===== config.mk =====
export PLATFORM = sky130hd
export DESIGN_NAME = pll_divider_search
export DESIGN_NICKNAME = d
export VERILOG_FILES = /design/src/rtl/pll_search_pkg.sv /design/src/rtl/pll_req_clamp.sv /design/src/rtl/pll_ndiv.sv /design/src/rtl/pll_err_cmp.sv /design/src/rtl/pll_divider_search.sv
export SDC_FILE = /design/constraint.sdc
export NUM_CORES = 2
export LEC_CHECK = 0
export CAP_MARGIN = 15
export CORE_AREA = 2 2 324 326
export CTS_BUF_LIST = sky130_fd_sc_hd__clkbuf_4 sky130_fd_sc_hd__clkbuf_8
export CTS_CLUSTER_SIZE = 25
export DETAILED_ROUTE_END_ITERATION = 8
export DIE_AREA = 0 0 326 328
export MAX_ROUTING_LAYER = met4
export PLACE_DENSITY = 0.65
export SYNTH_ARGS = -nofsm -noshare
export SYNTH_HDL_FRONTEND = slang
export SYNTH_SLANG_ARGS = --single-unit
export TNS_END_PERCENT = 20

===== constraint.sdc =====
create_clock -name clk -period 31.4 [get_ports clk]
set_clock_uncertainty 0.1 [all_clocks]
set_input_delay 6.28 -clock clk [delete_from_list [all_inputs] [get_ports clk]]
set_output_delay 6.28 -clock clk [all_outputs]
set_load 0.005 [all_outputs]

===== src/rtl/pll_search_pkg.sv =====
// Shared constants and state type for the divider search engine.
package pll_search_pkg;
    typedef enum logic [1:0] {
        ST_IDLE,
        ST_SCREEN,
        ST_DIV,
        ST_FINISH
    } srch_state_e;

    localparam int M_FIRST_DEF  = 7;
    localparam int M_LAST_DEF   = 14;
    localparam int P_STEPS_DEF  = 5;
    localparam int PH_LO_DEF    = 1000;
    localparam int PH_HI_DEF    = 2000;
endpackage


===== src/rtl/pll_req_clamp.sv =====
// Request limiter: raises the request to vco_min/16, then lowers it to the
// mode ceiling. Purely combinational; assumes unsigned kHz operands.
module pll_req_clamp #(
    parameter int FW = 20
) (
    input  logic [FW-1:0] req,
    input  logic [FW-1:0] vco_min,
    input  logic [FW-1:0] pclk_max,
    output logic [FW-1:0] eff
);
    logic [FW-1:0] floor_v;
    logic [FW-1:0] raised;

    // Apply floor first, ceiling second so that the ceiling dominates.
    always_comb begin
        floor_v = vco_min >> 4;
        raised  = (req < floor_v) ? floor_v : req;
        eff     = (raised > pclk_max) ? pclk_max : raised;
    end
endmodule


===== src/rtl/pll_ndiv.sv =====
// Serial restoring divider producing a QW-bit quotient, one bit per cycle.
// Assumes divisor is nonzero whenever go is pulsed; ovf flags a quotient
// that does not fit in QW bits. done pulses one cycle after the last step.
module pll_ndiv #(
    parameter int WW = 31,
    parameter int QW = 9
) (
    input  logic          clk,
    input  logic          rst_n,
    input  logic          go,
    input  logic [WW-1:0] dividend,
    input  logic [WW-1:0] divisor,
    output logic          done,
    output logic          ovf,
    output logic [QW-1:0] quot
);
    localparam int BW = $clog2(QW);

    logic [WW-1:0] rem_q;
    logic [WW-1:0] dsr_q;
    logic [BW-1:0] bit_q;
    logic          run_q;
    logic [WW-1:0] trial;

    // Shifted divisor for the quotient bit under test.
    always_comb trial = dsr_q << bit_q;

    // Load on go, then subtract-and-shift from the top quotient bit down.
    always_ff @(posedge clk) begin
        if (!rst_n) begin
            rem_q <= '0;
            dsr_q <= '0;
            bit_q <= '0;
            run_q <= 1'b0;
            done  <= 1'b0;
            ovf   <= 1'b0;
            quot  <= '0;
        end else if (go) begin
            rem_q <= dividend;
            dsr_q <= divisor;
            bit_q <= BW'(QW-1);
            run_q <= 1'b1;
            done  <= 1'b0;
            ovf   <= (dividend >= (divisor << QW));
            quot  <= '0;
        end else if (run_q) begin
            if (rem_q >= trial) begin
                rem_q       <= rem_q - trial;
                quot[bit_q] <= 1'b1;
            end
            if (bit_q == '0) begin
                run_q <= 1'b0;
                done  <= 1'b1;
            end else begin
                bit_q <= bit_q - 1'b1;
            end
        end else begin
            done <= 1'b0;
        end
    end
endmodule


===== src/rtl/pll_err_cmp.sv =====
// Candidate error as the fraction |req*D - fref*N| / D with D = M*P, and an
// exact cross-multiplied comparison against the best one so far.
module pll_err_cmp #(
    parameter int FW = 20,
    parameter int MW = 8,
    parameter int NW = 8
) (
    input  logic [FW-1:0]   req,
    input  logic [FW-1:0]   fref,
    input  logic [MW-1:0]   m,
    input  logic [2:0]      p_sh,
    input  logic [NW-1:0]   n,
    input  logic            have_best,
    input  logic [FW+7:0]   best_e,
    input  logic [MW-1:0]   best_d,
    output logic [FW+7:0]   cand_e,
    output logic [MW-1:0]   cand_d,
    output logic            better
);
    localparam int EW = FW + 8;
    localparam int XW = EW + MW;

    logic [EW-1:0] lhs;
    logic [EW-1:0] rhs;

    // Error numerator, denominator and strict-improvement test.
    always_comb begin
        cand_d = m << p_sh;
        lhs    = EW'(req) * EW'(cand_d);
        rhs    = EW'(fref) * EW'(n);
        cand_e = (lhs > rhs) ? (lhs - rhs) : (rhs - lhs);
        better = !have_best ||
                 ((XW'(cand_e) * XW'(best_d)) < (XW'(best_e) * XW'(cand_d)));
    end
endmodule


===== src/rtl/pll_divider_search.sv =====
// Top of the divider search engine. Latches operands on start, screens one
// (P, M) pair per cycle, runs the serial divider on pairs that pass, keeps
// the strictly best candidate and reports the packed word with a done pulse.
// Assumes kHz operands below 2**FW and a reference clock that is not zero
// when a solution is expected.
module pll_divider_search
    import pll_search_pkg::*;
#(
    parameter int FW      = 20,
    parameter int M_FIRST = M_FIRST_DEF,
    parameter int M_LAST  = M_LAST_DEF,
    parameter int P_STEPS = P_STEPS_DEF,
    parameter int PH_LO   = PH_LO_DEF,
    parameter int PH_HI   = PH_HI_DEF
) (
    input  logic          clk,
    input  logic          rst_n,
    input  logic          start,
    input  logic [FW-1:0] req_khz,
    input  logic [FW-1:0] fref_khz,
    input  logic [FW-1:0] vco_min_khz,
    input  logic [FW-1:0] vco_max_khz,
    input  logic [FW-1:0] pclk_max_khz,
    output logic          busy,
    output logic          done,
    output logic          no_solution,
    output logic [23:0]   pll_word
);
    localparam int MW = 8;
    localparam int NW = 8;
    localparam int QW = NW + 1;
    localparam int VW = FW + 4;
    localparam int EW = FW + 8;
    localparam int WW = FW + 11;

    srch_state_e   st_q;
    logic [FW-1:0] req_q, fref_q, vmin_q, vmax_q;
    logic [FW-1:0] eff_req;
    logic [2:0]    p_idx_q;
    logic [MW-1:0] m_q;
    logic          have_best_q;
    logic [EW-1:0] best_e_q;
    logic [MW-1:0] best_d_q;
    logic [MW-1:0] best_m_q;
    logic [NW-1:0] best_n_q;
    logic [2:0]    best_p_q;
    logic          done_q, nosol_q;
    logic [23:0]   word_q;

    logic [VW-1:0] vco_c;
    logic          vco_ok, phase_ok, div_go;
    logic [EW-1:0] ph_lo_lim, ph_hi_lim;
    logic [WW-1:0] dividend, divisor;
    logic          div_done, div_ovf;
    logic [QW-1:0] div_q;
    logic          n_ok;
    logic [EW-1:0] cand_e;
    logic [MW-1:0] cand_d;
    logic          better;
    logic          last_m, last_p;

    pll_req_clamp #(.FW(FW)) u_clamp (
        .req      (req_khz),
        .vco_min  (vco_min_khz),
        .pclk_max (pclk_max_khz),
        .eff      (eff_req)
    );

    // Screening of the current (P, M) pair and divider operands.
    always_comb begin
        vco_c     = VW'(req_q) << p_idx_q;
        vco_ok    = (vco_c >= VW'(vmin_q)) && (vco_c <= VW'(vmax_q));
        ph_lo_lim = EW'(m_q) * EW'(PH_LO);
        ph_hi_lim = EW'(m_q) * EW'(PH_HI);
        phase_ok  = (EW'(fref_q) >= ph_lo_lim) && (EW'(fref_q) <= ph_hi_lim);
        dividend  = ((WW'(vco_c) * WW'(m_q)) << 1) + WW'(fref_q);
        divisor   = WW'(fref_q) << 1;
        div_go    = (st_q == ST_SCREEN) && vco_ok && phase_ok;
        n_ok      = !div_ovf && !div_q[QW-1] && (div_q != '0);
        last_m    = (m_q == MW'(M_LAST));
        last_p    = (p_idx_q == 3'(P_STEPS-1));
    end

    pll_ndiv #(.WW(WW), .QW(QW)) u_div (
        .clk      (clk),
        .rst_n    (rst_n),
        .go       (div_go),
        .dividend (dividend),
        .divisor  (divisor),
        .done     (div_done),
        .ovf      (div_ovf),
        .quot     (div_q)
    );

    pll_err_cmp #(.FW(FW), .MW(MW), .NW(NW)) u_cmp (
        .req       (req_q),
        .fref      (fref_q),
        .m         (m_q),
        .p_sh      (p_idx_q),
        .n         (div_q[NW-1:0]),
        .have_best (have_best_q),
        .best_e    (best_e_q),
        .best_d    (best_d_q),
        .cand_e    (cand_e),
        .cand_d    (cand_d),
        .better    (better)
    );

    // Search sequencer: operand capture, candidate walk, best tracking, result.
    always_ff @(posedge clk) begin
        if (!rst_n) begin
            st_q        <= ST_IDLE;
            req_q       <= '0;
            fref_q      <= '0;
            vmin_q      <= '0;
            vmax_q      <= '0;
            p_idx_q     <= '0;
            m_q         <= MW'(M_FIRST);
            have_best_q <= 1'b0;
            best_e_q    <= '0;
            best_d_q    <= '0;
            best_m_q    <= '0;
            best_n_q    <= '0;
            best_p_q    <= '0;
            done_q      <= 1'b0;
            nosol_q     <= 1'b0;
            word_q      <= '0;
        end else begin
            done_q <= 1'b0;
            unique case (st_q)
                ST_IDLE: begin
                    if (start) begin
                        req_q       <= eff_req;
                        fref_q      <= fref_khz;
                        vmin_q      <= vco_min_khz;
                        vmax_q      <= vco_max_khz;
                        p_idx_q     <= '0;
                        m_q         <= MW'(M_FIRST);
                        have_best_q <= 1'b0;
                        st_q        <= ST_SCREEN;
                    end
                end
                ST_SCREEN: begin
                    if (div_go) begin
                        st_q <= ST_DIV;
                    end else if (last_m) begin
                        m_q     <= MW'(M_FIRST);
                        p_idx_q <= p_idx_q + 3'd1;
                        st_q    <= last_p ? ST_FINISH : ST_SCREEN;
                    end else begin
                        m_q <= m_q + 1'b1;
                    end
                end
                ST_DIV: begin
                    if (div_done) begin
                        if (n_ok && better) begin
                            have_best_q <= 1'b1;
                            best_e_q    <= cand_e;
                            best_d_q    <= cand_d;
                            best_m_q    <= m_q;
                            best_n_q    <= div_q[NW-1:0];
                            best_p_q    <= p_idx_q;
                        end
                        if (last_m) begin
                            m_q     <= MW'(M_FIRST);
                            p_idx_q <= p_idx_q + 3'd1;
                            st_q    <= last_p ? ST_FINISH : ST_SCREEN;
                        end else begin
                            m_q  <= m_q + 1'b1;
                            st_q <= ST_SCREEN;
                        end
                    end
                end
                ST_FINISH: begin
                    word_q  <= have_best_q ? {8'(best_p_q), best_n_q, best_m_q} : 24'd0;
                    nosol_q <= !have_best_q;
                    done_q  <= 1'b1;
                    st_q    <= ST_IDLE;
                end
                default: st_q <= ST_IDLE;
            endcase
        end
    end

    // Output drive.
    always_comb begin
        busy        = (st_q != ST_IDLE);
        done        = done_q;
        no_solution = nosol_q;
        pll_word    = word_q;
    end
endmodule


==> results.txt <==
----------------------------------------------------
[Logic synthesis]
  Number of synthesized flops with an enable pin ... 0
  Main flop type after synthesis ... dfxtp_1
  Mux cell area share after synthesis ... 2.90%
  Share of synthesized area occupied by flip-flops and latches ... 9.22%
  Adder-cell share of the synthesized area ... 40.4%
  Number of distinct standard cells referenced by the synthesized netlist ... 87
  Dominant combinational cell family by area after synthesis ... adder cells
  Share of flip-flops with an asynchronous set or reset after synthesis ... 0%
  Fraction of the mapped netlist area in compound gates ... 15.0%
  Synthesized-area fraction occupied by and/or/nand/nor cells ... roughly 19%
  Parity-gate share of the synthesized area counting xor and xnor cells ... 3.78%
  Total of flip-flops plus latches after synthesis ... between 200 and 250
  Warnings, synthesis ... 0
  Post-synthesis instance area ... 0.0514 sq mm
  Post-Syn Instances ... roughly 6300
  Average cell area after synthesis ... 8.17 sq um

[Min path]
  Type of the worst min-delay path ... reg2reg
  Worst min-delay path startpoint ... vmax_q[8]
  Cell depth of the worst hold path ... 2
  Worst-case hold path end point ... vmax_q[8]

[GRT]
  Initial antenna violation count ... 3
  Via count of the first global-routing pass ... 44181
  Total track usage ... approximately 29%
  Global-route congestion overflow total ... 0
  First-pass GRT wire length ... ~240 mm
  Largest net degree at the start of global routing ... 98

[STA]
  Final setup vio count ... 0
  RSZ-0062 raised after global routing ... no
  Final-report hold violation count ... 0
  Remaining max-slew budget at the tightest pin ... 21.4%
  Final worst-path cycle share ... 60.3%
  Final TNS setup ... 0 ns
  Max Clk Rate ... 52.9 MHz
  Post-layout minimum cycle time ... 18.92 ns
  Pins Over Slew Limit ... 0
  Measured slew at the worst slew-check pin ... 1.15 ns

[Detailed routing]
  Routed wire per std cell ... 19.7 um
  Vias ... approximately 43000
  DR iter-0 viols ... between 2000 and 3000
  Total routed wirelength ... ~150 mm
  Average vias per placed instance ... about 5.7
  Post-detailed-route count of antenna-violating nets ... 0
  First-pass iteration count of the detailed router ... 6
  Residual DRC count ... 0

[Worst setup path]
  Critical register-to-register path endpoint ... best_e_q[20]
  Critical register-to-register path startpoint ... p_idx_q[0]
  Internal reg-to-reg setup slack ... 12.48 ns
  Slowest Stage Delay on Critical Path ... 0.91 ns
  Length in cells of the worst reg-to-reg path ... 61
  Required time worst endpoint ... around 32 ns
  Startpoint Class ... flip-flop
  Path type of the worst setup path ... reg2reg
  Cell family with most CP delay ... compound AO/OA/AOI/OAI gates
  Arrival time at the worst endpoint ... 19.44 ns
  Buffers plus inverters on the worst setup path ... 9
  Most Frequent Cell on Critical Path ... fa_1
  Maximum fanout along the worst path ... 54
  Sort of element at the end of the critical path ... flip-flop
  Critical path's slowest cell ... dfxtp_2

[Floorplan]
  Placeable Area ... 0.103 sq mm
  Die Y ... 328 um
  I/O pin count ... 130
  Width of the die ... 326 um
  Overall die area ... 0.107 sq mm
  Initial core utilization ... between 40 and 50%
  Number of placement rows ... around 120

[Outcome]
  Status ... completed

[Placement]
  I/O Buffers ... 124
  Detail Placement HPWL ... 119 mm
  Final weighted congestion in routability-driven placement ... a little under 1

[CTS]
  CTS tree ... yes
  Clock-pin slew reported for the worst setup and hold paths after clock tree synthesis ... 0.06 ns
  Number of levels the H-tree was split into ... 2
  Inserted Clock Buffers ... 47
  Max Root-Sink Buffers ... 3
  # clock sinks ... 237
  Clock network latency to the later pin of the worst-skew pair ... between 0.6 and 0.7 ns
  Post-CTS setup buffer count ... 0
  Library cell used as clock root buffer ... clkbuf_8
  Resized cells post-CTS ... 0
  Hold Buf Count CTS ... 0

[Final layout]
  Layout-stage area growth over the synthesis result ... 6.83%
  NumNets Final ... between 7000 and 8000
  # fillers ... just under 10000
  Share of layout cells above drive strength 1 ... 4.44%
  Commonest cells after routing, fill and taps aside ... inv_1, nand2_1, fa_1
  Final core utilization ... a little over half
  Most common cell after layout, fill and taps aside ... inv_1

[Pwr]
  Comb pwr share ... between 70% and 80%
  Standby leakage power ... 26.7 nW
  Seq pwr share ... 11.6%
  Sw Ratio ... about 55%
  Power density over the cells ... 55.8 mW/mm^2
  Clock Power Share ... 13.0%
  Net switching power ... 1.68 mW
  Cell internal pwr ... 1.39 mW
  IR Drop Worst-Case VDD ... 0.0681 mV
  Total chip power ... 3.07 mW

[Flow run]
  Number of violations of the max-capacitance limit ... 0

----------------------------------------------------
-- power groups by stage --
stage	clock network, mW	registers [mW]	logic [mW]
floorplan	0	0.344	1.58
global placement	0	0.362	2.24
detailed placement	0	0.363	2.27
CTS	0.406	0.356	2.29
global route	0.417	0.360	2.54
finish	0.398	0.357	2.31
-- cell type report --
type	count	area [sq um]	share of cell area (%)
inverters	902	3390	6.17
clock inverters	19	293	0.533
diodes	2	5.00	0.00911
well taps	1380	1730	3.14
clock buffers	66	865	1.57
flip-flops and latches	237	4750	8.64
multi-input cells	4824	42100	76.5
repair buffers	207	1860	3.39
-- through the flow --
stage | setup WS [ns] | cell area, sq um | cells | hold slack (ns)
floorplan | 15.87 | 51500 | 6302 | 0.333
global placement | 12.76 | 53800 | 7549 | 0.344
detailed placement | 12.62 | 53800 | 7550 | 0.347
CTS | 12.53 | 55000 | 7635 | 0.355
global route | 11.12 | 55000 | 7637 | 0.368
finish | 12.48 | 55000 | 7637 | 0.356
-- worst max path at each step --
stage	start	end	slack (ns)	cells past startpoint
floorplan	p_idx_q[0]	best_e_q[14]	15.87	68
global placement	p_idx_q[0]	best_e_q[20]	12.76	65
detailed placement	p_idx_q[0]	best_e_q[20]	12.62	61
CTS	p_idx_q[0]	best_e_q[20]	12.53	61
global route	p_idx_q[0]	best_e_q[20]	11.12	65
finish	p_idx_q[0]	best_e_q[20]	12.48	61
-- layer usage --
layer / routed length, um / vias to the layer above / GRT usage, %
met5: 0 / - / -
met2: 72300 / 1239 / 48.2
met4: 6260 / 0 / 10.8
met1: 64100 / 21472 / 36.7
li1: - / 20457 / -
met3: 7840 / 261 / 2.83
-- cells by family after synthesis --
| family | after synthesis |
|---|---|
| multiplexers | 122 |
| XOR/XNOR | 222 |
| AND/OR/NAND/NOR | 2028 |
| buffers and inverters | 1241 |
| adder cells (fa/ha/maj) | 1252 |
| AO/OA/AOI/OAI | 1195 |
| flip-flops | 237 |
| other | 1 |
-- worst reg2reg max path, delay by kind of cell, from the launching register on --
| kind | cells | cell delay [ns] |
|---|---|---|
| compound gates | 22 | 5.67 |
| flops | 1 | 0.91 |
| buf+inv | 9 | 2.37 |
| xor+xnor | 2 | 0.57 |
| fa+ha+maj | 12 | 5.58 |
| mux | 1 | 0.46 |
| simple gates | 15 | 3.25 |
-- synth_stat cells, types with 9 or more instances --
master / number / area (sq um)
a41o_1: 18 / 180
a211o_1: 24 / 210
nand2_1: 809 / 3040
nor4_1: 19 / 119
dfxtp_1: 237 / 4740
clkbuf_1: 278 / 1040
o21ai_0: 209 / 1050
a21boi_0: 9 / 67.6
mux2_2: 18 / 203
nor2b_1: 90 / 563
nand4_1: 44 / 275
xnor2_1: 141 / 1230
o211a_1: 11 / 110
and2_1: 464 / 2900
a2111oi_0: 12 / 105
nand2b_1: 39 / 244
o21ba_2: 20 / 200
a31oi_1: 26 / 163
nand3_1: 84 / 420
ha_1: 568 / 7110
o21a_1: 36 / 270
o211ai_1: 36 / 270
a21o_1: 126 / 946
or2_2: 14 / 87.6
xor2_1: 81 / 709
or3_1: 20 / 125
buf_4: 10 / 75.1
inv_1: 899 / 3370
a21oi_1: 415 / 2080
and3_1: 77 / 482
a22o_1: 18 / 158
nor4b_1: 19 / 166
o31ai_1: 14 / 105
buf_1: 38 / 143
mux2i_1: 84 / 841
o21bai_1: 41 / 308
nor3_1: 64 / 320
fa_1: 684 / 13700
a211oi_1: 57 / 428
mux4_2: 20 / 450
a311oi_1: 12 / 105
nor2_1: 249 / 935
o41ai_1: 19 / 166
-- flip-flops by register name, summed over array words and instances (netlist names), 2 cells and up --
register,count
u_div.rem_q,31
best_e_q,28
fref_q,20
req_q,20
u_div.dsr_q,20
vmax_q,20
vmin_q,20
pll_word,19
u_div.quot,9
best_d_q,8
best_m_q,8
best_n_q,8
m_q,8
u_div.bit_q,4
best_p_q,3
p_idx_q,3
st_q,2
Note: power is estimated with default switching activity, not from simulation.
